### config.mk
export PLATFORM = sky130hd
export DESIGN_NAME = moesi_line_ctrl
export DESIGN_NICKNAME = d
export VERILOG_FILES = /design/src/rtl/moesi_pkg.sv /design/src/rtl/moesi_state_table.sv /design/src/rtl/moesi_next_state.sv /design/src/rtl/moesi_rsp_stage.sv /design/src/rtl/moesi_line_ctrl.sv
export SDC_FILE = /design/constraint.sdc
export NUM_CORES = 1
export LEC_CHECK = 0
export BUFFER_PORTS_ARGS = -buffer_cell sky130_fd_sc_hd__buf_2
export CORE_AREA = 2 2 99 77
export CTS_CLUSTER_SIZE = 30
export DETAILED_ROUTE_END_ITERATION = 10
export DIE_AREA = 0 0 101 79
export GPL_TIMING_DRIVEN = 0
export PLACE_DENSITY = 0.7
export SETUP_SLACK_MARGIN = 0.3
export SYNTH_ARGS = -nofsm -noshare
export SYNTH_HDL_FRONTEND = slang
export SYNTH_SLANG_ARGS = --single-unit
export TNS_END_PERCENT = 50
### constraint.sdc
create_clock -name clk -period 2.2 [get_ports clk]
set_clock_uncertainty 0.05 [all_clocks]
set_input_delay 0.33 -clock clk [delete_from_list [all_inputs] [get_ports clk]]
set_output_delay 0.33 -clock clk [all_outputs]
set_load 0.005 [all_outputs]
### src/rtl/moesi_pkg.sv
package moesi_pkg;

  typedef enum logic [2:0] {
    ST_INV = 3'd0,
    ST_SHR = 3'd1,
    ST_EXC = 3'd2,
    ST_OWN = 3'd3,
    ST_MOD = 3'd4
  } line_st_e;

  typedef enum logic [2:0] {
    EV_LOC_RD  = 3'd0,
    EV_LOC_WR  = 3'd1,
    EV_SNP_RD  = 3'd2,
    EV_SNP_OWN = 3'd3,
    EV_SNP_UPD = 3'd4,
    EV_EVICT   = 3'd5
  } ev_kind_e;

  typedef struct packed {
    logic bus_rd;
    logic own_req;
    logic bcast;
    logic supply;
    logic refresh;
    logic wb;
  } cmd_t;

  localparam int unsigned STW = 3;

  function automatic logic is_dirty(input line_st_e s);
    return (s == ST_MOD) || (s == ST_OWN);
  endfunction

endpackage

### src/rtl/moesi_state_table.sv
module moesi_state_table
  import moesi_pkg::*;
#(
  parameter int unsigned NLINES = 16,
  localparam int unsigned IDXW = (NLINES > 1) ? $clog2(NLINES) : 1
) (
  input  logic            clk,
  input  logic            rst_n,
  input  logic [IDXW-1:0] rd_idx,
  output line_st_e        rd_st,
  input  logic            wr_en,
  input  logic [IDXW-1:0] wr_idx,
  input  line_st_e        wr_st
);

  logic [NLINES-1:0][STW-1:0] st_all;

  for (genvar g = 0; g < NLINES; g++) begin : g_line
    logic [STW-1:0] q;
    always_ff @(posedge clk) begin
      if (!rst_n) begin
        q <= ST_INV;
      end else if (wr_en && (wr_idx == IDXW'(g))) begin
        q <= wr_st;
      end
    end
    assign st_all[g] = q;
  end

  always_comb begin
    rd_st = ST_INV;
    for (int i = 0; i < NLINES; i++) begin
      if (rd_idx == IDXW'(i)) rd_st = line_st_e'(st_all[i]);
    end
  end

endmodule

### src/rtl/moesi_next_state.sv
module moesi_next_state
  import moesi_pkg::*;
(
  input  logic [2:0] kind,
  input  line_st_e   cur,
  input  logic       peer_copy,
  output line_st_e   nxt,
  output cmd_t       cmd
);

  always_comb begin
    nxt = cur;
    cmd = '0;
    case (kind)
      EV_LOC_RD: begin
        if (cur == ST_INV) begin
          cmd.bus_rd = 1'b1;
          nxt        = peer_copy ? ST_SHR : ST_EXC;
        end
      end
      EV_LOC_WR: begin
        case (cur)
          ST_INV: begin
            cmd.bus_rd = 1'b1;
            if (peer_copy) begin
              cmd.own_req = 1'b1;
              cmd.bcast   = 1'b1;
              nxt         = ST_OWN;
            end else begin
              nxt = ST_MOD;
            end
          end
          ST_SHR: begin
            cmd.own_req = 1'b1;
            cmd.bcast   = 1'b1;
            nxt         = ST_OWN;
          end
          ST_EXC:  nxt = ST_MOD;
          ST_OWN:  cmd.bcast = 1'b1;
          default: nxt = cur;
        endcase
      end
      EV_SNP_RD: begin
        case (cur)
          ST_MOD: begin
            cmd.supply = 1'b1;
            nxt        = ST_OWN;
          end
          ST_OWN:  cmd.supply = 1'b1;
          ST_EXC:  nxt = ST_SHR;
          default: nxt = cur;
        endcase
      end
      EV_SNP_OWN: begin
        if (is_dirty(cur)) begin
          cmd.supply = 1'b1;
          nxt        = ST_SHR;
        end else if (cur == ST_EXC) begin
          nxt = ST_SHR;
        end
      end
      EV_SNP_UPD: begin
        if (cur == ST_SHR) cmd.refresh = 1'b1;
      end
      EV_EVICT: begin
        cmd.wb = is_dirty(cur);
        nxt    = ST_INV;
      end
      default: begin
        nxt = cur;
      end
    endcase
  end

endmodule

### src/rtl/moesi_rsp_stage.sv
module moesi_rsp_stage
  import moesi_pkg::*;
#(
  parameter int unsigned IDXW = 4
) (
  input  logic            clk,
  input  logic            rst_n,
  input  logic            in_valid,
  output logic            in_ready,
  input  logic [2:0]      in_kind,
  input  logic [IDXW-1:0] in_line,
  input  line_st_e        in_prev,
  input  line_st_e        in_next,
  input  cmd_t            in_cmd,
  output logic            out_valid,
  input  logic            out_ready,
  output logic [2:0]      out_kind,
  output logic [IDXW-1:0] out_line,
  output line_st_e        out_prev,
  output line_st_e        out_next,
  output cmd_t            out_cmd
);

  assign in_ready = !out_valid || out_ready;

  always_ff @(posedge clk) begin
    if (!rst_n) begin
      out_valid <= 1'b0;
      out_kind  <= '0;
      out_line  <= '0;
      out_prev  <= ST_INV;
      out_next  <= ST_INV;
      out_cmd   <= '0;
    end else if (in_ready) begin
      out_valid <= in_valid;
      if (in_valid) begin
        out_kind <= in_kind;
        out_line <= in_line;
        out_prev <= in_prev;
        out_next <= in_next;
        out_cmd  <= in_cmd;
      end
    end
  end

endmodule

### src/rtl/moesi_line_ctrl.sv
module moesi_line_ctrl
  import moesi_pkg::*;
#(
  parameter int unsigned NLINES = 16,
  localparam int unsigned IDXW = (NLINES > 1) ? $clog2(NLINES) : 1
) (
  input  logic            clk,
  input  logic            rst_n,
  input  logic            ev_valid,
  output logic            ev_ready,
  input  logic [2:0]      ev_kind,
  input  logic [IDXW-1:0] ev_line,
  input  logic            ev_peer_copy,
  output logic            rsp_valid,
  input  logic            rsp_ready,
  output logic [2:0]      rsp_kind,
  output logic [IDXW-1:0] rsp_line,
  output logic [2:0]      rsp_prev,
  output logic [2:0]      rsp_next,
  output logic            cmd_bus_rd,
  output logic            cmd_own_req,
  output logic            cmd_bcast,
  output logic            cmd_supply,
  output logic            cmd_refresh,
  output logic            cmd_wb
);

  line_st_e cur_st;
  line_st_e nxt_st;
  cmd_t     nxt_cmd;
  logic     accept;
  line_st_e q_prev;
  line_st_e q_next;
  cmd_t     q_cmd;

  assign accept = ev_valid && ev_ready;

  moesi_state_table #(.NLINES(NLINES)) u_table (
    .clk    (clk),
    .rst_n  (rst_n),
    .rd_idx (ev_line),
    .rd_st  (cur_st),
    .wr_en  (accept),
    .wr_idx (ev_line),
    .wr_st  (nxt_st)
  );

  moesi_next_state u_next (
    .kind      (ev_kind),
    .cur       (cur_st),
    .peer_copy (ev_peer_copy),
    .nxt       (nxt_st),
    .cmd       (nxt_cmd)
  );

  moesi_rsp_stage #(.IDXW(IDXW)) u_rsp (
    .clk       (clk),
    .rst_n     (rst_n),
    .in_valid  (ev_valid),
    .in_ready  (ev_ready),
    .in_kind   (ev_kind),
    .in_line   (ev_line),
    .in_prev   (cur_st),
    .in_next   (nxt_st),
    .in_cmd    (nxt_cmd),
    .out_valid (rsp_valid),
    .out_ready (rsp_ready),
    .out_kind  (rsp_kind),
    .out_line  (rsp_line),
    .out_prev  (q_prev),
    .out_next  (q_next),
    .out_cmd   (q_cmd)
  );

  assign rsp_prev    = q_prev;
  assign rsp_next    = q_next;
  assign cmd_bus_rd  = rsp_valid && q_cmd.bus_rd;
  assign cmd_own_req = rsp_valid && q_cmd.own_req;
  assign cmd_bcast   = rsp_valid && q_cmd.bcast;
  assign cmd_supply  = rsp_valid && q_cmd.supply;
  assign cmd_refresh = rsp_valid && q_cmd.refresh;
  assign cmd_wb      = rsp_valid && q_cmd.wb;

endmodule

Word-level counts from Yosys, hierarchy flattened:

Cells that the tools add are included.

* flip-flop bits (word level): 68
* logic and storage cells: 120

* equal/unequal tests: 24
* multiplexer cells: 36
* reductions and logical operators: 33

Operators with widths (count)
* 2-to-1 mux 3 bit: 20
* equality test 4 bit, second input constant: 8
* logical AND 1 bit: 23
* equality test 4 x 3 -> 1 bit, second input constant: 4
* case mux 3 bit (5 select lines): 1
* equality test 3 x 2 -> 1 bit, second input constant: 4
* equality test 3 bit, second input constant: 3
* case mux 3 bit (3 select lines): 1
* equality test 4 x 2 -> 1 bit, second input constant: 2
* 2-to-1 mux 1 bit: 7
* equality test 3 x 1 -> 1 bit, second input constant: 2
* zero test 3 bit: 2
* 2-to-1 mux 2 bit: 3
* case mux 1 bit (2 select lines): 3
* case mux 3 bit (2 select lines): 1
* OR reduction 2 bit: 3
* equality test 4 x 1 -> 1 bit, second input constant: 1
* zero test 4 bit: 1
* logical OR 1 bit: 2
* AND reduction 2 bit: 1
* zero test 1 bit: 1

Longest topological paths before layout:

Gate-level depths: netlist (run 1).

* word-level depth: 21
* gate-level depth with buffers: 12
* depth with buffers taken out: 8

Hierarchy:

Synthesis (run 1) repeated with hierarchy kept, for this count alone.

* cell total of the unflattened synthesis: 408
* area, all modules: 3624.7 µm²

Modules (own cells, without submodules)
* moesi_state_table: times used 1, cells an instance 274, area each 2501.1 µm², sequential area each 960.9 µm²
* moesi_rsp_stage: times used 1, cells an instance 87, area each 823.3 µm², sequential area each 400.4 µm²
* moesi_next_state: times used 1, cells an instance 40, area each 256.5 µm², sequential area each 0.0 µm²
* moesi_line_ctrl: times used 1, cells an instance 7, area each 43.8 µm², sequential area each 0.0 µm²

Least setup slack after synthesis (run 1):

No wires, ideal clock.

* kind: input -> register
* from: input ev_line[1]
* to: register u_table.g_line[0].q[1]
* setup time: 0.123 ns
* arrival time: 2.182 ns
* required time: 2.027 ns
* slack: -0.155 ns
* stages on the path: 12
* buffers on the path: 4
* path through: buf_4 > buf_6 > o21ai_1 > a2111o_1 > o311ai_1 > o22ai_2 > buf_6 > a211oi_2 > o32ai_2 > a21oi_4 > buf_6 > a21oi_2

* longest elaborated chain between the ends: 21
* elaborated cells on any way between the ends: 45
* those cells by class: eq/ne (19); mux (22); reduce/logical (4)

Ends and longest elaborated chain
* start, declared: line moesi_line_ctrl.sv:12 `input logic [IDXW-1:0] ev_line,`
* zero test 4 bit: line moesi_state_table.sv:23, moesi_state_table.sv:33
* 2-to-1 mux 3 bit (16 in a row): line moesi_state_table.sv:33 `if (rd_idx == IDXW'(i)) rd_st = line_st_e'(st_all[i]);`
* equality test 3 x 2 -> 1 bit, or another cell as far along: line moesi_next_state.sv:22, moesi_next_state.sv:44, moesi_next_state.sv:58
* 2-to-1 mux 3 bit or logical OR 1 bit (tied branches): line moesi_next_state.sv:58, moesi_pkg.sv:32
* 2-to-1 mux 3 bit: line moesi_next_state.sv:55 `if (is_dirty(cur)) begin`
* case mux 3 bit (5 select lines): line moesi_next_state.sv:14 `case (kind)`
* end signal, assigned: line moesi_state_table.sv:24 `q <= wr_st;`
* end, declared: line moesi_state_table.sv:19 `logic [STW-1:0] q;`

Parallel ways exist; a longest one is shown, timed or not.
A chain may end at the register's enable or synchronous reset.

Final worst setup path (run 1):

* from: register u_table.g_line[1].q[0]
* to: register u_table.g_line[0].q[1]

* longest elaborated chain between the ends: 19
* elaborated cells on any way between the ends: 27
* those cells by class: eq/ne (4); mux (21); reduce/logical (2)

Ends and longest elaborated chain (line)
* start, declared: moesi_state_table.sv:19
* start signal, assigned: moesi_state_table.sv:24
* 2-to-1 mux 3 bit * (15 in a row): moesi_state_table.sv:33
* equality test 3 x 2 -> 1 bit, or another cell as far along: moesi_next_state.sv:22, moesi_next_state.sv:44, moesi_next_state.sv:58
* 2-to-1 mux 3 bit or logical OR 1 bit (tied branches): moesi_next_state.sv:58, moesi_pkg.sv:32
* 2-to-1 mux 3 bit: moesi_next_state.sv:55
* case mux 3 bit (5 select lines) *: moesi_next_state.sv:14

Mark *: on every way between the ends. The rest lies on a longest branch, timed or not.

==> results.cfg, run 1 <==
[detailed_routing]
num_vias = 3502
number_of_search_and_repair_iterations_in_the_first_detailed_routing_pass = 5
route.detailed.wl_per_inst_microns = 18.66
postRouteAntennaNets = 0
post_drt_via_cell_ratio = 6.155
drt_first_iter_violations = 352
detail_route.drc_violations = 0
postRouteWirelength_microns = 10620

[worst_setup_path]
worst_path_arrival_ns = 2.57
critical_path.startpoint_type = flop
worstSetupEndpointType = flop
worst-path-max-fanout = 5
startpoint_to_endpoint_class_of_the_critical_path = flop to flop
worstPathRequired_ns = 2.39

[logic_synthesis]
mappedNetlistArea_sq_mm = 0.003357
synthMuxAreaShare = 0.05367
yosys_most_used_dff = sky130_fd_sc_hd__dfxtp_1
synth.top_cells.by_area = sky130_fd_sc_hd__dfxtp_1 41%, sky130_fd_sc_hd__nand3_1 7.0%, sky130_fd_sc_hd__o21ai_0 6.3%
largest_family_of_logic_cells_by_synthesized_area = simple AND/OR/NAND/NOR gates
synth_fa_ha_area_frac = 0
ys_warn_count = 0
synth_compound_gate_area_share = 0.2385
ys_seq_area_frac = 0.4055
netlist.top_cell.by_area = sky130_fd_sc_hd__dfxtp_1
ys_types = 57
synth_largest_type_area_fraction = 0.4055
synth_xor_xnor_area_share = 0
ys_async_rst_share = 0
synth-simple-area-share = 0.2415
leading_cell_types_by_count_after_synthesis = 68 x sky130_fd_sc_hd__dfxtp_1, 47 x sky130_fd_sc_hd__nand3_1, 46 x sky130_fd_sc_hd__nand2_1, 42 x sky130_fd_sc_hd__o21ai_0, 26 x sky130_fd_sc_hd__a21oi_1
synth_enable_flop_cells = 0
ys_ff_latch = 68
post_synth.cell_area_avg_sq_um = 8.208
postSynthCellCount = 409
post-synth-top-count-cell = sky130_fd_sc_hd__dfxtp_1
synth.net_count = 421

[flow_run]
cap_violations = 0

[finish]
antenna_cells_inserted = 0
finished_cell_area_sq_mm = 0.004433
post_route_cells_drive_above_1_share = 0.3257
area_growth_syn_to_layout_pct = 32.05
num-nets-final = 489

[timing]
hold_violations = 0
setup_viol = 35
slew_headroom = 0.6077
setup_ws_ns = -0.1763
timing.final.crit_period_ns = 2.376
rsz_0062_raised_after_global_routing = true
totalNegativeSetupSlack_ns = -3.338
tightest_slew_ns = 0.5884
fmax_mhz = 420.8
final_min_period_over_clock_period = 1.080
timing.final.max_slew_violations = 0

[floorplan]
die_area_sq_mm = 0.007979
core.rowCount = 27
placeableCoreArea_sq_mm = 0.007094
die_height_microns = 79
start_util = 0.4732
chip_width_microns = 101
ports = 33

[clock_tree]
worst_skew_pair.late_latency_ns = 0.36
tritoncts_clock_tree = yes
clock_pin_slew_reported_for_the_worst_setup_and_hold_paths_after_clock_tree_synthesis_ns = 0.08
cts_root_buffer = sky130_fd_sc_hd__clkbuf_8
cts_hold_repair.buffers = 0
cts-htree-levels = 3
number_of_buffers_inserted_during_clock_tree_synthesis = 9
clock_path_buffers = 2
numClockSinks = 68

[grt]
grt_pass1_wl_microns = 16810
antenna_found_initial = 0
gr-usage-all-layers = 0.2747
grt_max_degree = 13
total_congestion_overflow = 0
first_global_vias = 3285

[worst_hold_path]
min-delay-path-class = input port to flop

[power]
peakVddDrop_v = 0.0003869
cellLeakagePower_nw = 1.675
power.density_cell_area_mw_per_mm2 = 671.0

[placed_design]
globalplace.congestion = 0.9409
numPortBuffers = 30
pre_cts_ws_ns = -0.6242
dp_hpwl_microns = 6823
post_dp_cell_area_sq_mm = 0.003706

[run_status]
violations = setup timing
run_status = finished with violations
[path summary, 6_finish.rpt]
kind | depth (start not counted) | from | slack [ns] | end
worst max-delay path | 10 | u_table.g_line[1].q[0] | -0.18 | u_table.g_line[0].q[1]
worst min-delay path | 3 | ev_valid | 0.17 | u_rsp.out_valid
worst max register to register | 10 | u_table.g_line[1].q[0] | -0.18 | u_table.g_line[0].q[1]
worst min register to register | 2 | u_rsp.out_next[2] | 0.41 | u_rsp.out_next[2]
[sequential cells by signal, indices dropped and copies added (netlist names)]
register          cells
u_rsp.out_line        4
u_rsp.out_kind        3
u_table.g_line.q     48
u_rsp.out_cmd         6
u_rsp.out_prev        3
u_rsp.out_next        3
u_rsp.out_valid       1
[cells by family (layout without fill, tap and decap cells)]
family                 after synthesis  in the layout
DFF                                 68             68
buffers and inverters               38            111
and+or+nand+nor                    165            165
AOI/OAI and AO/OA                  122            122
muxes                               16             16
[layout make-up]
type | count | area, sq um
clock buffer | 10 | 137.6
timing repair buffer | 57 | 490.5
sequential | 68 | 1366
inverter | 9 | 33.78
tap | 87 | 108.9
fill | 613 | 2661
buffer | 29 | 220.2
multi-input combinational | 303 | 1988
clock inverter | 6 | 87.58
[worst max-delay path, cell delays in order (launching register included)]
cell                       delay (ns)
sky130_fd_sc_hd__dfxtp_2         0.34
sky130_fd_sc_hd__nor4bb_1        0.14
sky130_fd_sc_hd__a311o_1         0.27
sky130_fd_sc_hd__o32a_1          0.27
sky130_fd_sc_hd__or2_4           0.28
sky130_fd_sc_hd__a211oi_2        0.23
sky130_fd_sc_hd__o32ai_2         0.12
sky130_fd_sc_hd__a21oi_4         0.24
sky130_fd_sc_hd__buf_6           0.16
sky130_fd_sc_hd__buf_16          0.11
sky130_fd_sc_hd__a21oi_2         0.04
[cells in the final DEF (no fill, tap or decap), types with 4 or more instances in the layout]
cell / count
sky130_fd_sc_hd__o21ai_1: 23
sky130_fd_sc_hd__mux2_2: 6
sky130_fd_sc_hd__dfxtp_1: 64
sky130_fd_sc_hd__a21oi_2: 17
sky130_fd_sc_hd__and2_1: 7
sky130_fd_sc_hd__nor3_1: 10
sky130_fd_sc_hd__o21ai_0: 19
sky130_fd_sc_hd__a21oi_1: 19
sky130_fd_sc_hd__o21ai_2: 11
sky130_fd_sc_hd__clkbuf_8: 10
sky130_fd_sc_hd__nor2_1: 24
sky130_fd_sc_hd__buf_4: 14
sky130_fd_sc_hd__buf_6: 16
sky130_fd_sc_hd__nand2_1: 44
sky130_fd_sc_hd__buf_8: 6
sky130_fd_sc_hd__inv_1: 5
sky130_fd_sc_hd__dfxtp_2: 4
sky130_fd_sc_hd__mux2i_1: 9
sky130_fd_sc_hd__buf_2: 29
sky130_fd_sc_hd__clkbuf_1: 14
sky130_fd_sc_hd__nand2b_1: 4
sky130_fd_sc_hd__nand3_1: 44
sky130_fd_sc_hd__nand4_1: 4
[per-layer routing]
layer / GRT usage / wire length (microns) / share of wire
met5: 0 / 0 / 0
met4: 0.09189 / 155 / 0.015
met3: 0.08803 / 972 / 0.092
met2: 0.4113 / 4838 / 0.46
met1: 0.3745 / 4649 / 0.44
[where the power goes]
group	internal [mW]	total (mW)	leakage (nW)	switching [mW]
logic	0.229	0.533	1.01	0.304
clock network	0.669	1.16	0.116	0.496
registers	1.26	1.28	0.553	0.0170
total	2.16	2.97	1.68	0.817
[timing repair]
action / 4_1_cts / 5_1_grt
buffers inserted: 20 / 3
endpoints found under the setup margin: 59 / 65
cloned: 4 / 0
gates resized for setup: 80 / 4
pin swaps: 35 / 4
[stage by stage]
step | util | std cells | total power, mW | hold WS, ns
final | 0.6249 | 569 | 2.975 | 0.1712
after detailed placement | 0.5224 | 526 | 1.680 | 0.3969
after CTS | 0.6168 | 566 | 2.952 | 0.1666
after floorplan | - | 409 | 1.562 | 0.3773
after global routing | 0.6249 | 569 | 3.080 | 0.1769
after global placement | 0.5224 | 526 | 1.676 | 0.3916
(Power assumes the default switching activity.)
==> inputs of run 2 (changes only) <==
Settings changed: SETUP_SLACK_MARGIN 0.3 to 0.4.
==> run 2 against run 1 <==
Compared with the run above: the flow still finishes with violations (setup timing); sequential cell count did not move; via count down 0.37%; routed wire length is 0.79% higher; first-iteration DRC count shrank 0.85%; largest power group unchanged; clock power hardly changed; die area stayed put; register-to-register slack better by 0.04 ns; fmax rose by 1.7%; critical path depth unchanged.
==> results.cfg, run 2 (same netlist as run 1, synthesis figures left out) <==
[worst_setup_path]
worst-path-max-fanout = 5
worstSetupEndpointType = flop
worst_path_arrival_ns = 2.52
cpPeakStageDelay_ns = 0.46
source_of_the_critical_timing_path = u_table.g_line[15].q[0]
worst_path_most_repeated_cell = sky130_fd_sc_hd__buf_6
critical_path.slowest_cell = sky130_fd_sc_hd__o32a_1
rr_startpoint = u_table.g_line[15].q[0]
critical_path.startpoint_type = flop
worstPathRequired_ns = 2.38
crit_chain = mux2i_1, o221ai_1, o32a_1, or2_4, a211oi_2, o32ai_2, a21oi_4, buf_6, buf_6, a21oi_2
worstPathBufferInverterCount = 2
startpoint_to_endpoint_class_of_the_critical_path = flop to flop
kind_of_cell_adding_the_most_delay_to_the_critical_path = compound AO/OA/AOI/OAI gates

[power]
pwr-share-comb = 0.180
power.sequential.fraction = 0.428
peakVddDrop_v = 0.0003853
power.share.clock = 0.392
cellLeakagePower_nw = 1.711
cell_internal_pwr_mw = 2.156
power.net_switching_mw = 0.8292
power.density_cell_area_mw_per_mm2 = 663.2
sw_frac_of_total = 0.2777

[detailed_routing]
highest-signal-layer = met4
postRouteAntennaNets = 0
detailroute.wirelength.met2_microns = 4907
post_drt_via_cell_ratio = 6.132
postRouteWirelength_microns = 10700
detail_route.wirelength.met1_microns = 4671
number_of_search_and_repair_iterations_in_the_first_detailed_routing_pass = 4
num_vias = 3489
met3_length_microns = 986
detail_route.drc_violations = 0
drt_first_iter_violations = 349
route.detailed.wl_per_inst_microns = 18.80

[timing]
timing.final.crit_period_ns = 2.336
tightest_slew_ns = 0.5765
setup_viol = 36
fmax_mhz = 428.1
hold_violations = 0
slew_headroom = 0.6157
timing.final.max_slew_violations = 0
final_min_period_over_clock_period = 1.062
setup_ws_ns = -0.1359
rsz_0062_raised_after_global_routing = true

[grt]
first_global_vias = 3271
grt_max_degree = 13
total_congestion_overflow = 0
gr-usage-all-layers = 0.2757
grt_pass1_wl_microns = 16870
antenna_found_initial = 0

[finish]
finish.utilization = 0.6346
regMostFlops = u_table.g_line.q
post_route_cells_drive_above_1_share = 0.3631
fillerInstances = 601
footprint_of_the_flip_flops_and_latches_sq_mm = 0.001365
largestRegisters = u_table.g_line.q x48, u_rsp.out_cmd x6, u_rsp.out_line x4
fin_cells = 569
mostFrequentLayoutCell = sky130_fd_sc_hd__dfxtp_1
area_growth_syn_to_layout_pct = 34.10
antenna_cells_inserted = 0
most-common-layout-cells = 65 x sky130_fd_sc_hd__dfxtp_1, 44 x sky130_fd_sc_hd__nand2_1, 44 x sky130_fd_sc_hd__nand3_1, 29 x sky130_fd_sc_hd__buf_2, 26 x sky130_fd_sc_hd__o21ai_2
largest_register_ff_count = 48
multi_input_area_sq_mm = 0.002066
num-nets-final = 489

[floorplan]
die_height_microns = 79
ports = 33
core.rowCount = 27
chip_width_microns = 101
die_area_sq_mm = 0.007979
placeableCoreArea_sq_mm = 0.007094
start_util = 0.4732

[placed_design]
dp_hpwl_microns = 6823
numPortBuffers = 30
globalplace.congestion = 0.9409
dpl.cell_count = 526

[flow_run]
cap_violations = 0

[clock_tree]
cts-htree-levels = 3
numClockSinks = 68
number_of_buffers_inserted_during_clock_tree_synthesis = 9
cts_root_buffer = sky130_fd_sc_hd__clkbuf_8
tritoncts_clock_tree = yes
clock_pin_slew_reported_for_the_worst_setup_and_hold_paths_after_clock_tree_synthesis_ns = 0.08
worst_skew_pair.late_latency_ns = 0.36
cts_hold_repair.buffers = 0
clock_path_buffers = 2

[worst_hold_path]
hp-start = ev_valid
min-delay-path-class = input port to flop

[run_status]
run_status = finished with violations
violations = setup timing
run 2: cell count changes in the layout (fill, tap and decap cells not counted), sizes merged:
| cell | delta |
|---|---|
| buf | +1 |
| clkbuf | -1 |
run 2: path summary, 6_finish.rpt:
path         slack (ns)  cells after the start                end
max               -0.14                     10  u_rsp.out_next[1]
min                0.17                      3    u_rsp.out_valid
max reg2reg       -0.14                     10  u_rsp.out_next[1]
min reg2reg        0.41                      2  u_rsp.out_line[1]
run 2: final cells by class:
class                      instances  area share
buffer                            29     0.04919
clock buffer                      10     0.03057
clock inverter                     6     0.01946
sequential                        68      0.3032
timing repair buffer              57      0.1070
inverter                           9    0.007504
multi-input combinational        303      0.4589
tap                               87     0.02418
run 2: timing repair:
item,4_1_cts,5_1_grt
setup endpoints to repair,63,67
gates resized for setup,83,23
pin swaps,38,23
endpoints found under the hold margin,0,0
gates cloned,4,0
setup buffers,20,3
run 2: power by group through the flow:
| stage | clock (mW) | sequential (mW) | combinational (mW) |
|---|---|---|---|
| after floorplan | 0 | 1.30 | 0.260 |
| after global placement | 0 | 1.30 | 0.372 |
| after global routing | 1.24 | 1.28 | 0.567 |
| after detailed placement | 0 | 1.30 | 0.376 |
| after CTS | 1.18 | 1.28 | 0.501 |
| final | 1.17 | 1.28 | 0.537 |
run 2: through the flow:
stage | cell area [sq um] | total power [mW] | TNS, ns | worst slack, ns | hold slack [ns]
CTS | 4393 | 2.955 | -1.069 | -0.08007 | 0.1666
global route | 4502 | 3.087 | -7.403 | -0.2099 | 0.1769
detailed placement | 3706 | 1.680 | -22.55 | -0.6242 | 0.3969
global placement | 3706 | 1.676 | -21.92 | -0.6127 | 0.3916
floorplan | 3447 | 1.562 | -1.288 | -0.1285 | 0.3773
finish | 4502 | 2.986 | -3.171 | -0.1359 | 0.1680
run 2: tightest hold or removal path, delay by kind of cell:
kind | cells | cell delay [ns]
buf+inv | 2 | 0.15
compound gates | 1 | 0.05
run 2: layer usage:
layer | GRT usage | vias up
met1 | 0.3758 | 1678
met4 | 0.09189 | 0
met5 | 0 | -
met3 | 0.09243 | 17
li1 | - | 1626
met2 | 0.4100 | 168
